File: src/rtl/drc_pkg.sv
// Shared types for the dual-rail comparator.
// Assumes: a code with no wire high is "empty"; at most one wire is ever high.
package drc_pkg;
    typedef struct packed {
        logic s;   // A side smaller
        logic g;   // A side greater
        logic e;   // sides equal
    } sge_t;

    localparam sge_t SGE_EMPTY = '{s: 1'b0, g: 1'b0, e: 1'b0};
    localparam sge_t SGE_EQUAL = '{s: 1'b0, g: 1'b0, e: 1'b1};

    // True when the code carries a verdict.
    function automatic logic sge_valid(input sge_t c);
        return c.s | c.g | c.e;
    endfunction
endpackage

File: src/rtl/drc_bit_cell.sv
// Leaf cell: turns one dual-rail bit of A and of B into a one-hot verdict.
// Assumes: rails are legal (never both high); outputs empty while either pair is spacer.
module drc_bit_cell
    import drc_pkg::*;
(
    input  logic a_t,
    input  logic a_f,
    input  logic b_t,
    input  logic b_f,
    output sge_t code
);
    // Each output term needs one rail from each operand, so spacer gives empty.
    always_comb begin
        code.g = a_t & b_f;
        code.s = a_f & b_t;
        code.e = (a_t & b_t) | (a_f & b_f);
    end
endmodule

File: src/rtl/drc_merge_cell.sv
// Merge cell: combines a more significant group verdict with a less significant one.
// Assumes: both inputs are one-hot or empty; output empty until both inputs are valid.
module drc_merge_cell
    import drc_pkg::*;
(
    input  sge_t hi,
    input  sge_t lo,
    output sge_t res
);
    logic lo_ok;

    // Completion of the lower group gates the upper group's decisive verdict.
    always_comb begin
        lo_ok = sge_valid(lo);
        res.g = (hi.g & lo_ok) | (hi.e & lo.g);
        res.s = (hi.s & lo_ok) | (hi.e & lo.s);
        res.e = hi.e & lo.e;
    end
endmodule

File: src/rtl/drc_tree.sv
// Balanced comparison tree over WIDTH dual-rail bit pairs.
// Nodes are stored heap-style: node i has children 2i+1 (more significant) and 2i+2.
// Assumes: widths that are not a power of two are padded above the MSB with constant
// "equal" leaves, which pass the lower verdict through unchanged.
module drc_tree
    import drc_pkg::*;
#(
    parameter int WIDTH = 8
) (
    input  logic [WIDTH-1:0] a_t,
    input  logic [WIDTH-1:0] a_f,
    input  logic [WIDTH-1:0] b_t,
    input  logic [WIDTH-1:0] b_f,
    output sge_t             root
);
    localparam int LEVELS = (WIDTH > 1) ? $clog2(WIDTH) : 0;
    localparam int LEAVES = 1 << LEVELS;
    localparam int NODES  = 2 * LEAVES - 1;

    sge_t node [NODES];

    // Leaves: bit k sits at heap slot 2*LEAVES-2-k, so the left child is more significant.
    for (genvar k = 0; k < LEAVES; k++) begin : g_leaf
        localparam int SLOT = 2 * LEAVES - 2 - k;
        if (k < WIDTH) begin : g_real
            drc_bit_cell u_bit (
                .a_t  (a_t[k]),
                .a_f  (a_f[k]),
                .b_t  (b_t[k]),
                .b_f  (b_f[k]),
                .code (node[SLOT])
            );
        end else begin : g_pad
            assign node[SLOT] = SGE_EQUAL;
        end
    end

    // Internal merge cells, one per heap slot above the leaves.
    for (genvar i = 0; i < LEAVES - 1; i++) begin : g_merge
        drc_merge_cell u_mrg (
            .hi  (node[2*i+1]),
            .lo  (node[2*i+2]),
            .res (node[i])
        );
    end

    assign root = node[0];
endmodule

File: src/rtl/drc_compare.sv
// Top: dual-rail unsigned magnitude comparator with code-derived completion.
// The data path is combinational; clk/rst_n only sample the checks below.
// Assumes: the producer returns all rails to zero between operations.
module drc_compare
    import drc_pkg::*;
#(
    parameter int WIDTH = 8
) (
    input  logic             clk,
    input  logic             rst_n,
    input  logic [WIDTH-1:0] a_t,
    input  logic [WIDTH-1:0] a_f,
    input  logic [WIDTH-1:0] b_t,
    input  logic [WIDTH-1:0] b_f,
    output logic             lt,
    output logic             gt,
    output logic             eq,
    output logic             done
);
    sge_t verdict;

    drc_tree #(.WIDTH(WIDTH)) u_tree (
        .a_t  (a_t),
        .a_f  (a_f),
        .b_t  (b_t),
        .b_f  (b_f),
        .root (verdict)
    );

    // Drive the verdict wires and the completion flag from the root code.
    always_comb begin
        lt   = verdict.s;
        gt   = verdict.g;
        eq   = verdict.e;
        done = sge_valid(verdict);
    end

    // Checks: input legality, output encoding, completion and spacer behaviour.
    AST_RAIL_LEGAL: assert property (@(posedge clk) disable iff (!rst_n)
        ((a_t & a_f) == '0) && ((b_t & b_f) == '0));
    AST_ONE_VERDICT: assert property (@(posedge clk) disable iff (!rst_n)
        $onehot0({lt, gt, eq}));
    AST_ALL_DATA_DONE: assert property (@(posedge clk) disable iff (!rst_n)
        (((a_t ^ a_f) == '1) && ((b_t ^ b_f) == '1)) |-> done);
    AST_MISSING_QUIET: assert property (@(posedge clk) disable iff (!rst_n)
        (((a_t | a_f) != '1) || ((b_t | b_f) != '1)) |-> !(lt || gt || eq));
    AST_SAME_IS_EQ: assert property (@(posedge clk) disable iff (!rst_n)
        (((a_t ^ a_f) == '1) && ((b_t ^ b_f) == '1) && (a_t == b_t)) |-> eq);
endmodule

File: config.mk
export PLATFORM = sky130hd
export DESIGN_NAME = drc_compare
export DESIGN_NICKNAME = d
export VERILOG_FILES = /design/src/rtl/drc_pkg.sv /design/src/rtl/drc_bit_cell.sv /design/src/rtl/drc_merge_cell.sv /design/src/rtl/drc_tree.sv /design/src/rtl/drc_compare.sv
export SDC_FILE = /design/constraint.sdc
export NUM_CORES = 1
export LEC_CHECK = 0
export CAP_MARGIN = 15
export CORE_AREA = 2 2 39 41
export DETAILED_ROUTE_END_ITERATION = 10
export DIE_AREA = 0 0 41 43
export PLACE_DENSITY = 0.82
export SLEW_MARGIN = 5
export SYNTH_ARGS = -nofsm -noshare
export SYNTH_HDL_FRONTEND = slang
export SYNTH_HIERARCHICAL = 1
export SYNTH_SLANG_ARGS = --single-unit
export TNS_END_PERCENT = 5
File: constraint.sdc
create_clock -name vclk -period 5.6
set_input_delay 1.12 -clock vclk [all_inputs]
set_output_delay 1.12 -clock vclk [all_outputs]
set_load 0.03 [all_outputs]
==> impl_metrics.py, run 1 <==
metrics = {
    "floorplanning": {
        "dieArea_um2": 1760,
        "core_um2": 1380,
        "die_w_um": 41,
        "die_h_um": 43,
        "start_util_pct": 30.6,
        "rows": 14,
        "io_pins": 38,
    },
    "drt": {
        "routed_wl_mm": 1.14,
        "top_layer": "met3",
        "dr_total_vias": 600,
        "route.met3.wl_um": 96,
        "routedLengthMet1_um": 387,
        "antenna_left": 0,
        "wl_met2_um": 659,
        "dr.pass1.iters": 2,
        "wl_per_cell_um": 9.60,
        "vias_per_cell": 5.04,
        "drcViolationCount": 0,
        "drtIter0Drc": 4,
    },
    "cells_and_area": {
        "seqCellArea_um2": 0,
        "layout-drive-gt1-share_pct": 14.6,
        "num-clock-buffers": 0,
        "syn2layout_area_growth_pct": 89.9,
        "utilization_pct": 58.0,
        "nNetsFinal": 139,
        "seq_cells": 0,
        "diodes": 0,
        "fillers": 139,
    },
    "sta": {
        "slew-limit-headroom_pct": 79.3,
        "finalCriticalPeriod_ps": 4700,
        "setup_viol": 0,
        "hold_viol_final": 0,
        "fmax_ghz": 0.213,
        "min_period_over_period_pct": 83.9,
        "tightestPinTransition_ps": 309,
        "maxSlewViolCount": 0,
        "rsz0062_at_grt": "false",
        "setup_tns_ps": 0,
    },
    "clock_tree": {
        "post_cts_buffers": 0,
        "cts_resized": 0,
        "holdBufCountCts": 0,
    },
    "synth": {
        "synth_top_family_by_area": "simple AND/OR/NAND/NOR gates",
        "synth_area_leaders": "and2_1 (22%), a21oi_1 (17%), a22o_1 (17%)",
        "synth.top_cell.area_share_pct": 22.2,
        "synth.area.mux_share_pct": 0,
        "yosysMostFrequentCell": "and2_1",
        "synth.avg_cell_area_um2": 6.31,
        "yosys.area_share.adder_pct": 0,
        "yosysWarningCount": 6,
        "syn-instance-count": 67,
        "yosysTopAreaCell": "and2_1",
        "synth_compound_area_share_pct": 33.1,
        "synth.distinct_cells": 7,
        "syn_area_um2": 423,
        "synthesis.nets": 101,
        "synthTopCellsByCount": "and2_1 (15), a21oi_1 (14), nor2_1 (14)",
        "yosysSeqAreaShare_pct": 0,
        "synth_xor_area_share_pct": 0,
        "synth-simple-area-share_pct": 66.9,
    },
    "job": {
        "maxCapViolCount": 0,
    },
    "critical_path": {
        "crit_chain": "clkdlybuf4s50_1 > and2_2 > nor3_2 > nor2_1 > nor3_2 > nor2_1 > nor3_2 > nor2_1 > or3_1 > clkdlybuf4s50_1",
        "crit_slowest_cell": "clkdlybuf4s50_1",
        "crit_fanout": 2,
        "required_ps": 4480,
        "worstPathArrival_ps": 3580,
        "worstSetupPathType": "in -> out",
        "setup.worst_path.start_class": "primary input",
        "critPathCaptureType": "output pin",
        "cp_slowest_stage_delay_ps": 590,
    },
    "power": {
        "leakage_nw": 0.312,
        "power_density_nw_per_um2": 77.2,
        "peakVddDrop_mv": 0.0304,
    },
    "hold_path": {
        "hold_class": "in -> out",
    },
    "place": {
        "port_buffers": 36,
        "dp_hpwl_mm": 1.08,
        "globalplace.congestion": 0.685,
    },
    "grt": {
        "grt_pass1_vias": 562,
        "grt_usage_pct": 13.9,
        "grt_max_degree": 4,
        "grt_overflow_total": 0,
        "grt_pass1_wl_mm": 1.86,
        "antenna_found_initial": 0,
    },
    "run_status": {
        "status": "finished clean",
    },
}
[final cells by class]
type,instances,area (µm²),area share (%)
timing repair buffer,36,360,44.9
tap,16,20.0,2.49
multi-input combinational,67,423,52.6
[per-layer routing]
| metal | up-vias | GRT usage, % |
|---|---|---|
| met5 | - | 0 |
| met4 | 0 | 0 |
| met3 | 0 | 0 |
| met2 | 24 | 30.0 |
| met1 | 260 | 13.6 |
| li1 | 316 | - |
[critical path, delay by kind of cell]
kind / cells / cell delay [ps]
AND/OR/NAND/NOR: 8 / 1440
buffers and inverters: 2 / 1010
[cells in the final DEF, fill, tap and decap left out]
cell / count
a21oi_1: 14
nor2_1: 14
and2_2: 8
or3_1: 1
and2_1: 15
a22o_1: 8
clkdlybuf4s50_1: 36
nor3_2: 7
[cell families after synthesis]
kind of cell	Yosys count
compound gates	22
simple gates	45
[per-stage QoR]
step                      total power, mW  instance area [µm²]  worst slack (ps)  instances  hold WS (ps)
after floorplan                    0.0316                  423              1750         67          2880
after global placement             0.0607                  803               951        119          3850
after detailed placement           0.0623                  803               901        119          3880
after CTS                          0.0625                  803               892        119          3880
after global routing               0.0683                  803               704        119          3980
final                              0.0620                  803               903        119          3870
[where the power goes]
| group | internal [mW] | switching, mW | total (mW) |
|---|---|---|---|
| Clock | 0 | 0 | 0 |
| Combinational | 0.0377 | 0.0243 | 0.0620 |
| Sequential | 0 | 0 | 0 |
| Total | 0.0377 | 0.0243 | 0.0620 |
[worst paths after layout]
path | from | end | slack (ps) | depth (start not counted)
worst max-delay path | a_f[0] | done | 900 | 10
worst min-delay path | b_f[7] | gt | 3870 | 9
(Power assumes the default switching activity.)
==> run 2, diff against run 1 <==
--- a/config.mk
+++ b/config.mk
@@ -6,10 +6,10 @@
 export NUM_CORES = 1
 export LEC_CHECK = 0
 export CAP_MARGIN = 15
-export CORE_AREA = 2 2 39 41
+export CORE_MARGIN = 2
+export CORE_UTILIZATION = 30
 export DETAILED_ROUTE_END_ITERATION = 10
-export DIE_AREA = 0 0 41 43
-export PLACE_DENSITY = 0.82
+export PLACE_DENSITY = 0.81
 export SLEW_MARGIN = 5
 export SYNTH_ARGS = -nofsm -noshare
 export SYNTH_HDL_FRONTEND = slang
==> constraint.sdc (replaced) <==
create_clock -name vclk -period 4.08
set_input_delay 0.816 -clock vclk [all_inputs]
set_output_delay 0.816 -clock vclk [all_outputs]
set_load 0.03 [all_outputs]
==> run 2 against run 1 <==
Non-clock buffer count is the same. First-iteration DRC count is the same. Largest cell class unchanged. Highest routed layer unchanged. Via count shrank 1.7%. Utilization up 3.5 points. Final cell count shrank 0.84%. Count of clock-buffer cells in the layout stayed put. Setup slack got worse by 650 ps. Sequential share of layout area is the same. Total power increased by 36%.
==> impl_metrics.py, run 2 (same netlist as run 1, synthesis figures left out) <==
metrics = {
    "critical_path": {
        "worstSetupPathType": "in -> out",
        "cpMostUsedCell": "nor2_1",
        "crit_chain": "clkdlybuf4s50_1 > a22o_1 > a21oi_1 > nor2_1 > nor3_2 > nor2_1 > nor3_2 > nor2_1 > or3_1 > dlygate4sd2_1",
        "required_ps": 3260,
        "setup.worst_path.start_class": "primary input",
        "critPathCaptureType": "output pin",
        "worst-path-buf-inv": 2,
        "cp_slowest_stage_delay_ps": 410,
        "crit_fanout": 3,
        "worstPathArrival_ps": 3020,
        "crit_slowest_cell": "clkdlybuf4s50_1",
        "crit_family": "simple AND/OR/NAND/NOR gates",
    },
    "clock_tree": {
        "holdBufCountCts": 0,
    },
    "grt": {
        "grt_overflow_total": 0,
        "grt_max_degree": 4,
        "grt_usage_pct": 12.9,
        "grt_pass1_wl_mm": 1.97,
        "antenna_found_initial": 0,
        "grt_pass1_vias": 551,
    },
    "floorplanning": {
        "die_w_um": 41.5,
        "die_h_um": 41.5,
        "dieArea_um2": 1730,
        "core_um2": 1300,
        "start_util_pct": 32.5,
        "rows": 13,
        "io_pins": 38,
    },
    "power": {
        "power_density_nw_per_um2": 105,
        "peakVddDrop_mv": 0.0491,
        "power_mw": 0.0844,
        "leakage_nw": 0.316,
    },
    "sta": {
        "finalCriticalPeriod_ps": 3830,
        "holdWs_ps": 3130,
        "min_period_over_period_pct": 93.9,
        "slew-limit-headroom_pct": 79.5,
        "rsz0062_at_grt": "false",
        "setup_viol": 0,
        "hold_viol_final": 0,
        "fmax_ghz": 0.261,
        "maxSlewViolCount": 0,
        "tightestPinTransition_ps": 307,
    },
    "drt": {
        "drcViolationCount": 0,
        "dr_total_vias": 590,
        "routed_wl_mm": 1.11,
        "dr.pass1.iters": 4,
        "wl_per_cell_um": 9.38,
        "antenna_left": 0,
        "drtIter0Drc": 4,
        "vias_per_cell": 5.00,
    },
    "place": {
        "globalplace.congestion": 0.771,
        "dp_hpwl_mm": 1.05,
        "port_buffers": 36,
    },
    "cells_and_area": {
        "syn2layout_area_growth_pct": 89.3,
        "seqCellArea_um2": 0,
        "multiInputGateArea_um2": 423,
        "fillers": 130,
        "utilization_pct": 61.5,
        "diodes": 0,
        "final_cell_mix": "clkdlybuf4s50_1 (35), and2_1 (15), a21oi_1 (14), nor2_1 (14)",
        "final_common_cell": "clkdlybuf4s50_1",
        "seq_cells": 0,
        "nNetsFinal": 139,
        "num-clock-buffers": 0,
        "layout-drive-gt1-share_pct": 14.6,
    },
    "job": {
        "maxCapViolCount": 0,
    },
    "run_status": {
        "status": "finished clean",
    },
    "hold_path": {
        "hold_class": "in -> out",
    },
}
-- run 2: cell count changes in the layout (fill, tap and decap cells not counted), sizes merged --
cell | previous run | this run
clkdlybuf4s50 | 36 | 35
dlygate4sd2 | 0 | 1
-- run 2: repair_timing --
action	CTS	global route
setup buffers	0	0
gates resized for setup	1	0
hold endpoints to repair	0	0
endpoints found under the setup margin	1	0
-- run 2: through the flow --
step	instance area, µm²	std cells	TNS [ps]	setup WS [ps]
4_1_cts	801	118	0	233
3_5_place_dp	802	118	-1.31	-1.31
6_report	801	118	0	248
2_1_floorplan	423	67	0	842
5_1_grt	801	118	0	84.5
3_3_place_gp	802	118	0	37.2
-- run 2: power breakdown --
| group | internal (mW) | switching, mW | leakage [nW] |
|---|---|---|---|
| logic | 0.0510 | 0.0333 | 0.316 |
| registers | 0 | 0 | 0 |
| clock network | 0 | 0 | 0 |
-- run 2: tightest hold or removal path, delay by kind of cell --
kind	cells	cell delay (ps)
AOI/OAI and AO/OA	3	140
buffers and inverters	2	850
and+or+nand+nor	5	520
-- run 2: area by class of cell --
cell class	instances	area share, %
Tap cell	15	2.34
Multi-Input combinational cell	67	52.8
Timing Repair Buffer	36	44.8
-- run 2: path summary, 6_finish.rpt --
| kind | cells after the start | start | to | slack, ps |
|---|---|---|---|---|
| worst min-delay path | 10 | b_f[7] | done | 3130 |
| worst max-delay path | 10 | b_t[1] | done | 250 |
-- run 2: routing by layer --
metal | vias up | share of wire, % | wire length [µm] | track usage, %
li1 | 317 | - | - | -
met1 | 249 | 37 | 405 | 13.0
met2 | 24 | 56 | 618 | 28.7
met3 | 0 | 7.5 | 83 | 1.30
met4 | 0 | 0 | 0 | 0
met5 | - | 0 | 0 | 0
